--- config.mk ---
export PLATFORM = sky130hd
export DESIGN_NAME = cap_ring_ctrl
export DESIGN_NICKNAME = d
export VERILOG_FILES = /design/src/rtl/cap_pkg.sv /design/src/rtl/cap_wptr.sv /design/src/rtl/cap_fill.sv /design/src/rtl/cap_post.sv /design/src/rtl/cap_ring_ctrl.sv
export SDC_FILE = /design/constraint.sdc
export NUM_CORES = 1
export LEC_CHECK = 0
export BUFFER_PORTS_ARGS = -buffer_cell sky130_fd_sc_hd__buf_2
export CORE_AREA = 5 5 109 111
export DETAILED_ROUTE_END_ITERATION = 8
export DIE_AREA = 0 0 114 116
export PLACE_DENSITY_LB_ADDON = 0.15
export SYNTH_ARGS = -nofsm -noshare
export SYNTH_HDL_FRONTEND = slang
export SYNTH_HIERARCHICAL = 1
export SYNTH_SLANG_ARGS = --single-unit
export TNS_END_PERCENT = 20
--- constraint.sdc ---
create_clock -name clk -period 10.48 [get_ports clk]
set_input_delay 0.524 -clock clk [delete_from_list [all_inputs] [get_ports clk]]
set_output_delay 0.524 -clock clk [all_outputs]
set_load 0.005 [all_outputs]
--- src/rtl/cap_pkg.sv ---
package cap_pkg;
  typedef enum logic [1:0] {
    ST_IDLE = 2'd0,
    ST_PRE  = 2'd1,
    ST_POST = 2'd2,
    ST_DONE = 2'd3
  } cap_state_e;
endpackage

--- src/rtl/cap_wptr.sv ---
module cap_wptr #(
  parameter int ADDR_W = 17
) (
  input  logic              clk,
  input  logic              rst_n,
  input  logic              clr,
  input  logic              inc,
  output logic [ADDR_W-1:0] wp
);
  logic [ADDR_W-1:0] wp_q;

  always_ff @(posedge clk or negedge rst_n) begin
    if (!rst_n)   wp_q <= '0;
    else if (clr) wp_q <= '0;
    else if (inc) wp_q <= wp_q + 1'b1;
  end

  assign wp = wp_q;
endmodule

--- src/rtl/cap_fill.sv ---
module cap_fill #(
  parameter int CNT_W = 18
) (
  input  logic             clk,
  input  logic             rst_n,
  input  logic             clr,
  input  logic             inc,
  input  logic [CNT_W-1:0] target,
  output logic             full
);
  logic [CNT_W-1:0] cnt_q;

  assign full = (cnt_q >= target);

  always_ff @(posedge clk or negedge rst_n) begin
    if (!rst_n)              cnt_q <= '0;
    else if (clr)            cnt_q <= '0;
    else if (inc && !full)   cnt_q <= cnt_q + 1'b1;
  end
endmodule

--- src/rtl/cap_post.sv ---
module cap_post #(
  parameter int CNT_W = 18
) (
  input  logic             clk,
  input  logic             rst_n,
  input  logic             load,
  input  logic [CNT_W-1:0] load_val,
  input  logic             dec,
  output logic             last
);
  logic [CNT_W-1:0] rem_q;

  assign last = (rem_q == CNT_W'(1));

  always_ff @(posedge clk or negedge rst_n) begin
    if (!rst_n)                       rem_q <= '0;
    else if (load)                    rem_q <= load_val;
    else if (dec && rem_q != '0)      rem_q <= rem_q - 1'b1;
  end

  AST_POST_NO_UNDERFLOW: assert property (@(posedge clk) disable iff (!rst_n)
    dec |-> (rem_q != '0));
endmodule

--- src/rtl/cap_ring_ctrl.sv ---
module cap_ring_ctrl
  import cap_pkg::*;
#(
  parameter int ADDR_W  = 17,
  parameter int DATA_W  = 32,
  parameter int GRAN_LG = 13,
  localparam int SPLIT_W = ADDR_W - GRAN_LG
) (
  input  logic               clk,
  input  logic               rst_n,
  input  logic               arm_i,
  input  logic [SPLIT_W-1:0] split_i,
  input  logic               smp_valid_i,
  output logic               smp_ready_o,
  input  logic [DATA_W-1:0]  smp_data_i,
  input  logic               trig_i,
  input  logic [ADDR_W-1:0]  rd_addr_i,
  output logic [ADDR_W-1:0]  mem_addr_o,
  output logic [DATA_W-1:0]  mem_wdata_o,
  output logic               mem_we_o,
  output logic               armed_o,
  output logic               triggered_o,
  output logic               done_o,
  output logic [ADDR_W-1:0]  trig_addr_o
);
  localparam int CNT_W = ADDR_W + 1;
  localparam logic [CNT_W-1:0] DEPTH_C = CNT_W'(1) << ADDR_W;

  cap_state_e         st_q, st_d;
  logic [SPLIT_W-1:0] split_q;
  logic [ADDR_W-1:0]  taddr_q;
  logic [ADDR_W-1:0]  wp;
  logic [CNT_W-1:0]   pre_len, post_len;
  logic               running, accept, take_trig, fill_full, post_last;

  assign running   = (st_q == ST_PRE) || (st_q == ST_POST);
  assign accept    = running && smp_valid_i && !arm_i;
  assign pre_len   = CNT_W'(split_q) << GRAN_LG;
  assign post_len  = DEPTH_C - pre_len;
  assign take_trig = accept && (st_q == ST_PRE) && trig_i && fill_full;

  always_comb begin
    st_d = st_q;
    if (arm_i) st_d = ST_PRE;
    else begin
      case (st_q)
        ST_PRE:  if (take_trig) st_d = (post_len == CNT_W'(1)) ? ST_DONE : ST_POST;
        ST_POST: if (accept && post_last) st_d = ST_DONE;
        default: st_d = st_q;
      endcase
    end
  end

  always_ff @(posedge clk or negedge rst_n) begin
    if (!rst_n) begin
      st_q    <= ST_IDLE;
      split_q <= '0;
      taddr_q <= '0;
    end else begin
      st_q <= st_d;
      if (arm_i)     split_q <= split_i;
      if (take_trig) taddr_q <= wp;
    end
  end

  cap_wptr #(.ADDR_W(ADDR_W)) u_wptr (
    .clk(clk), .rst_n(rst_n), .clr(arm_i), .inc(accept), .wp(wp)
  );

  cap_fill #(.CNT_W(CNT_W)) u_fill (
    .clk(clk), .rst_n(rst_n), .clr(arm_i),
    .inc(accept && (st_q == ST_PRE)), .target(pre_len), .full(fill_full)
  );

  cap_post #(.CNT_W(CNT_W)) u_post (
    .clk(clk), .rst_n(rst_n), .load(take_trig), .load_val(post_len - CNT_W'(1)),
    .dec(accept && (st_q == ST_POST)), .last(post_last)
  );

  assign smp_ready_o = running;
  assign mem_we_o    = accept;
  assign mem_addr_o  = running ? wp : rd_addr_i;
  assign mem_wdata_o = smp_data_i;
  assign armed_o     = running;
  assign triggered_o = (st_q == ST_POST) || (st_q == ST_DONE);
  assign done_o      = (st_q == ST_DONE);
  assign trig_addr_o = taddr_q;

  AST_WE_ONLY_ARMED: assert property (@(posedge clk) disable iff (!rst_n)
    mem_we_o |-> armed_o);
  AST_ARM_RESTARTS: assert property (@(posedge clk) disable iff (!rst_n)
    arm_i |=> (armed_o && !triggered_o && !done_o));
  AST_TRIG_WITH_SAMPLE: assert property (@(posedge clk) disable iff (!rst_n)
    $rose(triggered_o) |-> $past(smp_valid_i && trig_i));
  AST_TRIG_ADDR_HELD: assert property (@(posedge clk) disable iff (!rst_n)
    (triggered_o && !arm_i) |=> $stable(trig_addr_o));
  AST_DONE_IDLE: assert property (@(posedge clk) disable iff (!rst_n)
    done_o |-> (!mem_we_o && !smp_ready_o));
endmodule

; ---- Word level (Yosys, flattened, before mapping)
; Index checks and enable logic that the tools add are counted.
[totals]
elab_cells = 50
regBits = 76
out_inout_bits = 71
[classes]
reduce_logical = 19
n_lt_le_gt_ge = 1
n_mux = 12
addsub = 5
n_eq_ne = 7
[ops]
columns = operator, n
row1 = $mux W18, 4
row2 = $mux W17, 3
row3 = $eq A18 B1 Y1 const B, 2
row4 = $sub A18 B1 Y18 const B, 2
row5 = $add A18 B1 Y18 const B, 1
row6 = $ge A18 B17 Y1, 1
row7 = $reduce_bool A18 Y1, 1
row8 = $sub A18 B17 Y18 const A, 1
row9 = $add A17 B1 Y17 const B, 1
row10 = $logic_and A1 B1 Y1, 9
row11 = $mux W2, 3
row12 = $reduce_bool A2 Y1, 3
row13 = $eq A2 B2 Y1 const B, 2
row14 = $pmux W2 S2, 1
row15 = $ne A3 B2 Y1 const B, 1
row16 = $ne A3 B3 Y1 const B, 1
row17 = $reduce_and A3 Y1, 1
row18 = $reduce_bool A3 Y1, 1
row19 = $eq A2 B1 Y1 const B, 1
row20 = $logic_not A1 Y1, 2
row21 = $logic_or A1 B1 Y1, 2
row22 = $mux W1, 1

; ---- Logic depth before layout (Yosys ltp)
[logic_depth]
depth_word = 10
ltp_mapped = 17

; ---- Modules after synthesis
; The synthesis kept the hierarchy.
[by_module_without_submodules]
columns = mod, area_per_inst_um2, cells_per_inst, instances
row1 = cap_ring_ctrl, 1577.8, 139, 1
row2 = cap_fill, 1505.2, 176, 1
row3 = cap_post, 1248.7, 148, 1
row4 = cap_wptr, 872.1, 85, 1

; ---- Worst setup path after synthesis
; Ideal clock, no wire load.
[synth_path]
path_type = reg2reg
start = register split_q[0]
end = register u_post.rem_q[5]
t_required_ns = 10.347
arrival_ns = 3.144
setup_slack_ns = 7.203
path_stages_with_launch = 18
n_path_buf = 5
synth_period_minus_slack_ns = 3.277
cell_sequence = dfrtp_1 > inv_1 > ha_1 > nand4_1 > nor2_1 > a221oi_1 > o21ai_1 > clkbuf_1 > clkbuf_1 > or2_2 > nand4b_4 > nor2_8 > buf_6 > clkbuf_1 > clkbuf_1 > nor3_1 > o311ai_0 > nand2_1
[synth_between]
elab_chain_len = 3
elab_cells_between_ends = 4
[synth_lines]
columns = item, line
row1 = from (decl), cap_ring_ctrl.sv:30  ; logic [SPLIT_W-1:0] split_q;
row2 = from (signal assigned), cap_ring_ctrl.sv:61  ; if (arm_i) split_q <= split_i;
row3 = $ge A18 B17 Y1 (*), cap_fill.sv:13  ; assign full = (cnt_q >= target);
row4 = named net fill_full, cap_ring_ctrl.sv:34  ; logic running, accept, take_trig, fill_full, post_last;
row5 = $logic_and A1 B1 Y1 (*), cap_ring_ctrl.sv:40  ; assign take_trig = accept && (st_q == ST_PRE) && trig_i && fill_full;
row6 = named net take_trig, cap_ring_ctrl.sv:34
row7 = $mux W18 / $reduce_bool A2 Y1 (equally long branches), --
row8 = to (signal assigned), cap_post.sv:17  ; else if (load) rem_q <= load_val;
row9 = to (signal assigned), cap_post.sv:18  ; else if (dec && rem_q != '0) rem_q <= rem_q - 1'b1;
row10 = to (decl), cap_post.sv:11  ; logic [CNT_W-1:0] rem_q;
; Mark *: on every way through the listed nets, which the timed path passes. The rest lies on a longest branch.
; A chain may end at the register's enable or synchronous reset.

; ---- Worst setup path after layout
[layout_path]
start = register split_q[0]
end = register u_post.rem_q[0]
[layout_between]
elab_chain_len = 3
elab_cells_between_ends = 4
[layout_lines]
columns = item, line
row1 = $ge A18 B17 Y1 (*), cap_fill.sv:13
row2 = named net fill_full, cap_ring_ctrl.sv:34
row3 = $logic_and A1 B1 Y1 (*), cap_ring_ctrl.sv:40
row4 = $mux W18 / $reduce_bool A2 Y1 (equally long branches), --
; Marked as above.

==> run summary <==
Status - completed
Crit-path slowest cell - or4_4
Register bit count reported by yosys - 76
CTS HTree Levels - 3
RR Endpoint - u_post/rem_q[0]
Net switching power - 0.0001488 W
Synth area leaders - dfrtp_1, mux2_2, ha_1, buf_4, nor2_1
Fin. Hold Viols - 0
Seq/Total Area, Yosys - 36.55%
Routed via count - 4140
Relative slew slack - 34.44%
GR Util All Layers - 18.20%
Met2 usage - 29.43%
1st-pass router iterations - 6
Layout Skew - 12.22 ps
Num ports - 129
DRT antenna net count - 0
WS Path Type - flip-flop to flip-flop
Worst Hold Class - primary input to async pin
Worst R2R Start - split_q[0]
Switch share - 24.38%
CTS Root Cell - clkbuf_8
Fraction of registers with async set/reset - 100.0%
CTS hold repair buffers - 0
Synthesis Warnings - 6
Routing usage on met1 - 23.61%
Fin. max-slew vios - 0
CP endpoint kind - flip-flop
Gate power share - 9.7%
Die Width - 114 um
Sequence of cells on the critical path - inv_1, ha_1, nand4_1, or4_4, nor2_2, or2_2, nand4b_4, nor2_8, inv_1, nand2_1, a2bb2oi_1, nand3_1
CP max stage delay - 580 ps
Total Wirelength - 11290 um
Final TNS setup - 0 ps
Synth Cell Area - 5204 sq um
Chip Height - 116 um
EDFF count, synth - 0
Setup crit start kind - flip-flop
Top-count cell post-synth - dfrtp_1
Die area - 13220 sq um
# diodes - 0
Max Cap Viol - 0
Cts repair resizes - 0
Clk slew on worst S/H paths - 80 ps
CTS tree - built
Setup-failing EPs final - 0
Dpl hpwl - 7921 um
DRT iter0 DRCs - 169
R2R Setup Slk - 6590 ps
Unrepaired setup endpoints after global routing - false
Peak VDD IR - 0.05988 mV
Gpl congestion - 0.8335
CP required - 10700 ps
Largest net degree at the start of global routing - 77
Filler instances - 1021
DR vias/cell - 5.633
FMAX - 0.2571 GHz
Core area - 10700 sq um
Top cells by count, synth - dfrtp_1, nor2_1, mux2_2, buf_4, inv_1
Total internal power - 0.0004617 W
Cell mode on critical path - inv_1
Buffers on Ports - 64
Met3 Resource Use GR - 5.065%
Placement row count - 38
Initial antenna violation count - 0
Worst EP arrival - 4110 ps
GR Overflow Total - 0
Routed WL per cell - 15.36 um
Most Crowded Layer GR - met2
Post-Synthesis Cells - 548
Crit Path Max Fanout - 39
Min Tclk post-route - 3890 ps
Nets - 674
Share of layout cells above drive strength 1 - 24.03%
Sequential share of power - 49.1%
Yosys top cell by area - dfrtp_1
Mean Syn Cell Area - 9.496 sq um
CTS Buf Count - 9
FF-to-FF path depth - 12
Setup Buffers After CTS - 0
First-pass GRT wire length - 19630 um
Clock Latency Late Sink - 360 ps
Synth cell types - 79
Ys flop type - dfrtp_1
Worst slew pin tran - 983.4 ps
PwrDens - 108.3 nW/um^2
Worst Hold Slack - 307.1 ps
Layout area overhead - 8.319%
Clock Power Share - 41.3%
Post-route clock period utilization - 37.12%
Clock Tree Buf Depth - 2
Lkg Pwr - 2.659 nW
# clock sinks - 76
# DRC - 0
Top-area cell type share of the netlist area - 36.55%
Starting Density - 48.64%
Vias in the first global route - 4084
==> cell type report <==
class | instances | area (sq um) | share of cell area (%)
clock inverter | 4 | 72.57 | 1.287
sequential | 76 | 1902 | 33.74
tap | 140 | 175.2 | 3.108
multi-input combinational | 405 | 2888 | 51.23
inverter | 33 | 123.9 | 2.198
timing repair buffer | 65 | 330.3 | 5.860
clock buffer | 12 | 145.1 | 2.575
==> critical path: cells and delay by family (launching register included) <==
kind	cells	cell delay [ps]
and+or+nand+nor	8	2230
buffers and inverters	2	570
adders and majority gates	1	310
AOI/OAI and AO/OA	1	180
DFF	1	440
==> cell families after synthesis <==
family / synth area share (%)
simple gates: 22.00
compound gates: 14.04
buf+inv: 9.762
flops: 36.55
mux: 9.233
fa+ha+maj: 6.251
xor+xnor: 2.020
other cells: 0.1443
==> sequential cells by signal, summed over array words and instances (netlist names) <==
name,count
split_q,4
u_fill/cnt_q,18
u_wptr/wp,17
st_q,2
trig_addr_o,17
u_post/rem_q,18
==> layout by cell type (no fill, tap or decap), drive strengths merged, types with 7 or more instances in the layout <==
| cell | count |
|---|---|
| dfrtp | 76 |
| buf | 65 |
| nor2 | 41 |
| mux2 | 40 |
| inv | 33 |
| nand2 | 29 |
| conb | 27 |
| ha | 26 |
| a21oi | 26 |
| nand3 | 21 |
| or4 | 20 |
| o31ai | 17 |
| o21ai | 17 |
| nand4 | 13 |
| clkbuf | 12 |
| nor3 | 11 |
| nor4 | 9 |
| nor2b | 7 |
| a31oi | 7 |
| xor2 | 7 |
| or3 | 7 |
==> stage by stage <==
| stage | power, W | cell area, sq um | utilization (%) | cells | setup WS (ps) |
|---|---|---|---|---|---|
| after floorplan | 0.0003518 | 5298 | - | 573 | 7203 |
| after global placement | 0.0003642 | 5419 | 50.65 | 719 | 6682 |
| after detailed placement | 0.0003654 | 5419 | 50.65 | 719 | 6580 |
| after CTS | 0.0006212 | 5637 | 52.69 | 735 | 6550 |
| after global routing | 0.0006417 | 5637 | 52.69 | 735 | 6176 |
| final | 0.0006105 | 5637 | 52.69 | 735 | 6590 |
==> layer usage <==
| layer | wire length (um) | vias up |
|---|---|---|
| met1 | 5121 | 1972 |
| met3 | 686 | 26 |
| met4 | 193 | 0 |
| met5 | 0 | - |
| met2 | 5286 | 112 |
| li1 | - | 2030 |
==> worst max-delay path by stage <==
stage	from	to	slack, ps	cells past startpoint
floorplan	split_q[0]	u_post/rem_q[5]	7200	17
global placement	st_q[0]	u_post/rem_q[14]	6680	9
detailed placement	split_q[3]	u_post/rem_q[0]	6580	12
CTS	split_q[0]	u_post/rem_q[0]	6550	12
global route	split_q[3]	u_post/rem_q[0]	6180	12
finish	split_q[0]	u_post/rem_q[0]	6590	12
==> power by group through the flow <==
stage	Clock, W	Sequential [W]	Combinational [W]
2_1_floorplan	0	0.000305	0.0000472
3_3_place_gp	0	0.000305	0.0000589
3_5_place_dp	0	0.000306	0.0000598
4_1_cts	0.000261	0.000300	0.0000602
5_1_grt	0.000274	0.000300	0.0000675
6_report	0.000252	0.000300	0.0000590
Power figures use the tool's default switching activity.
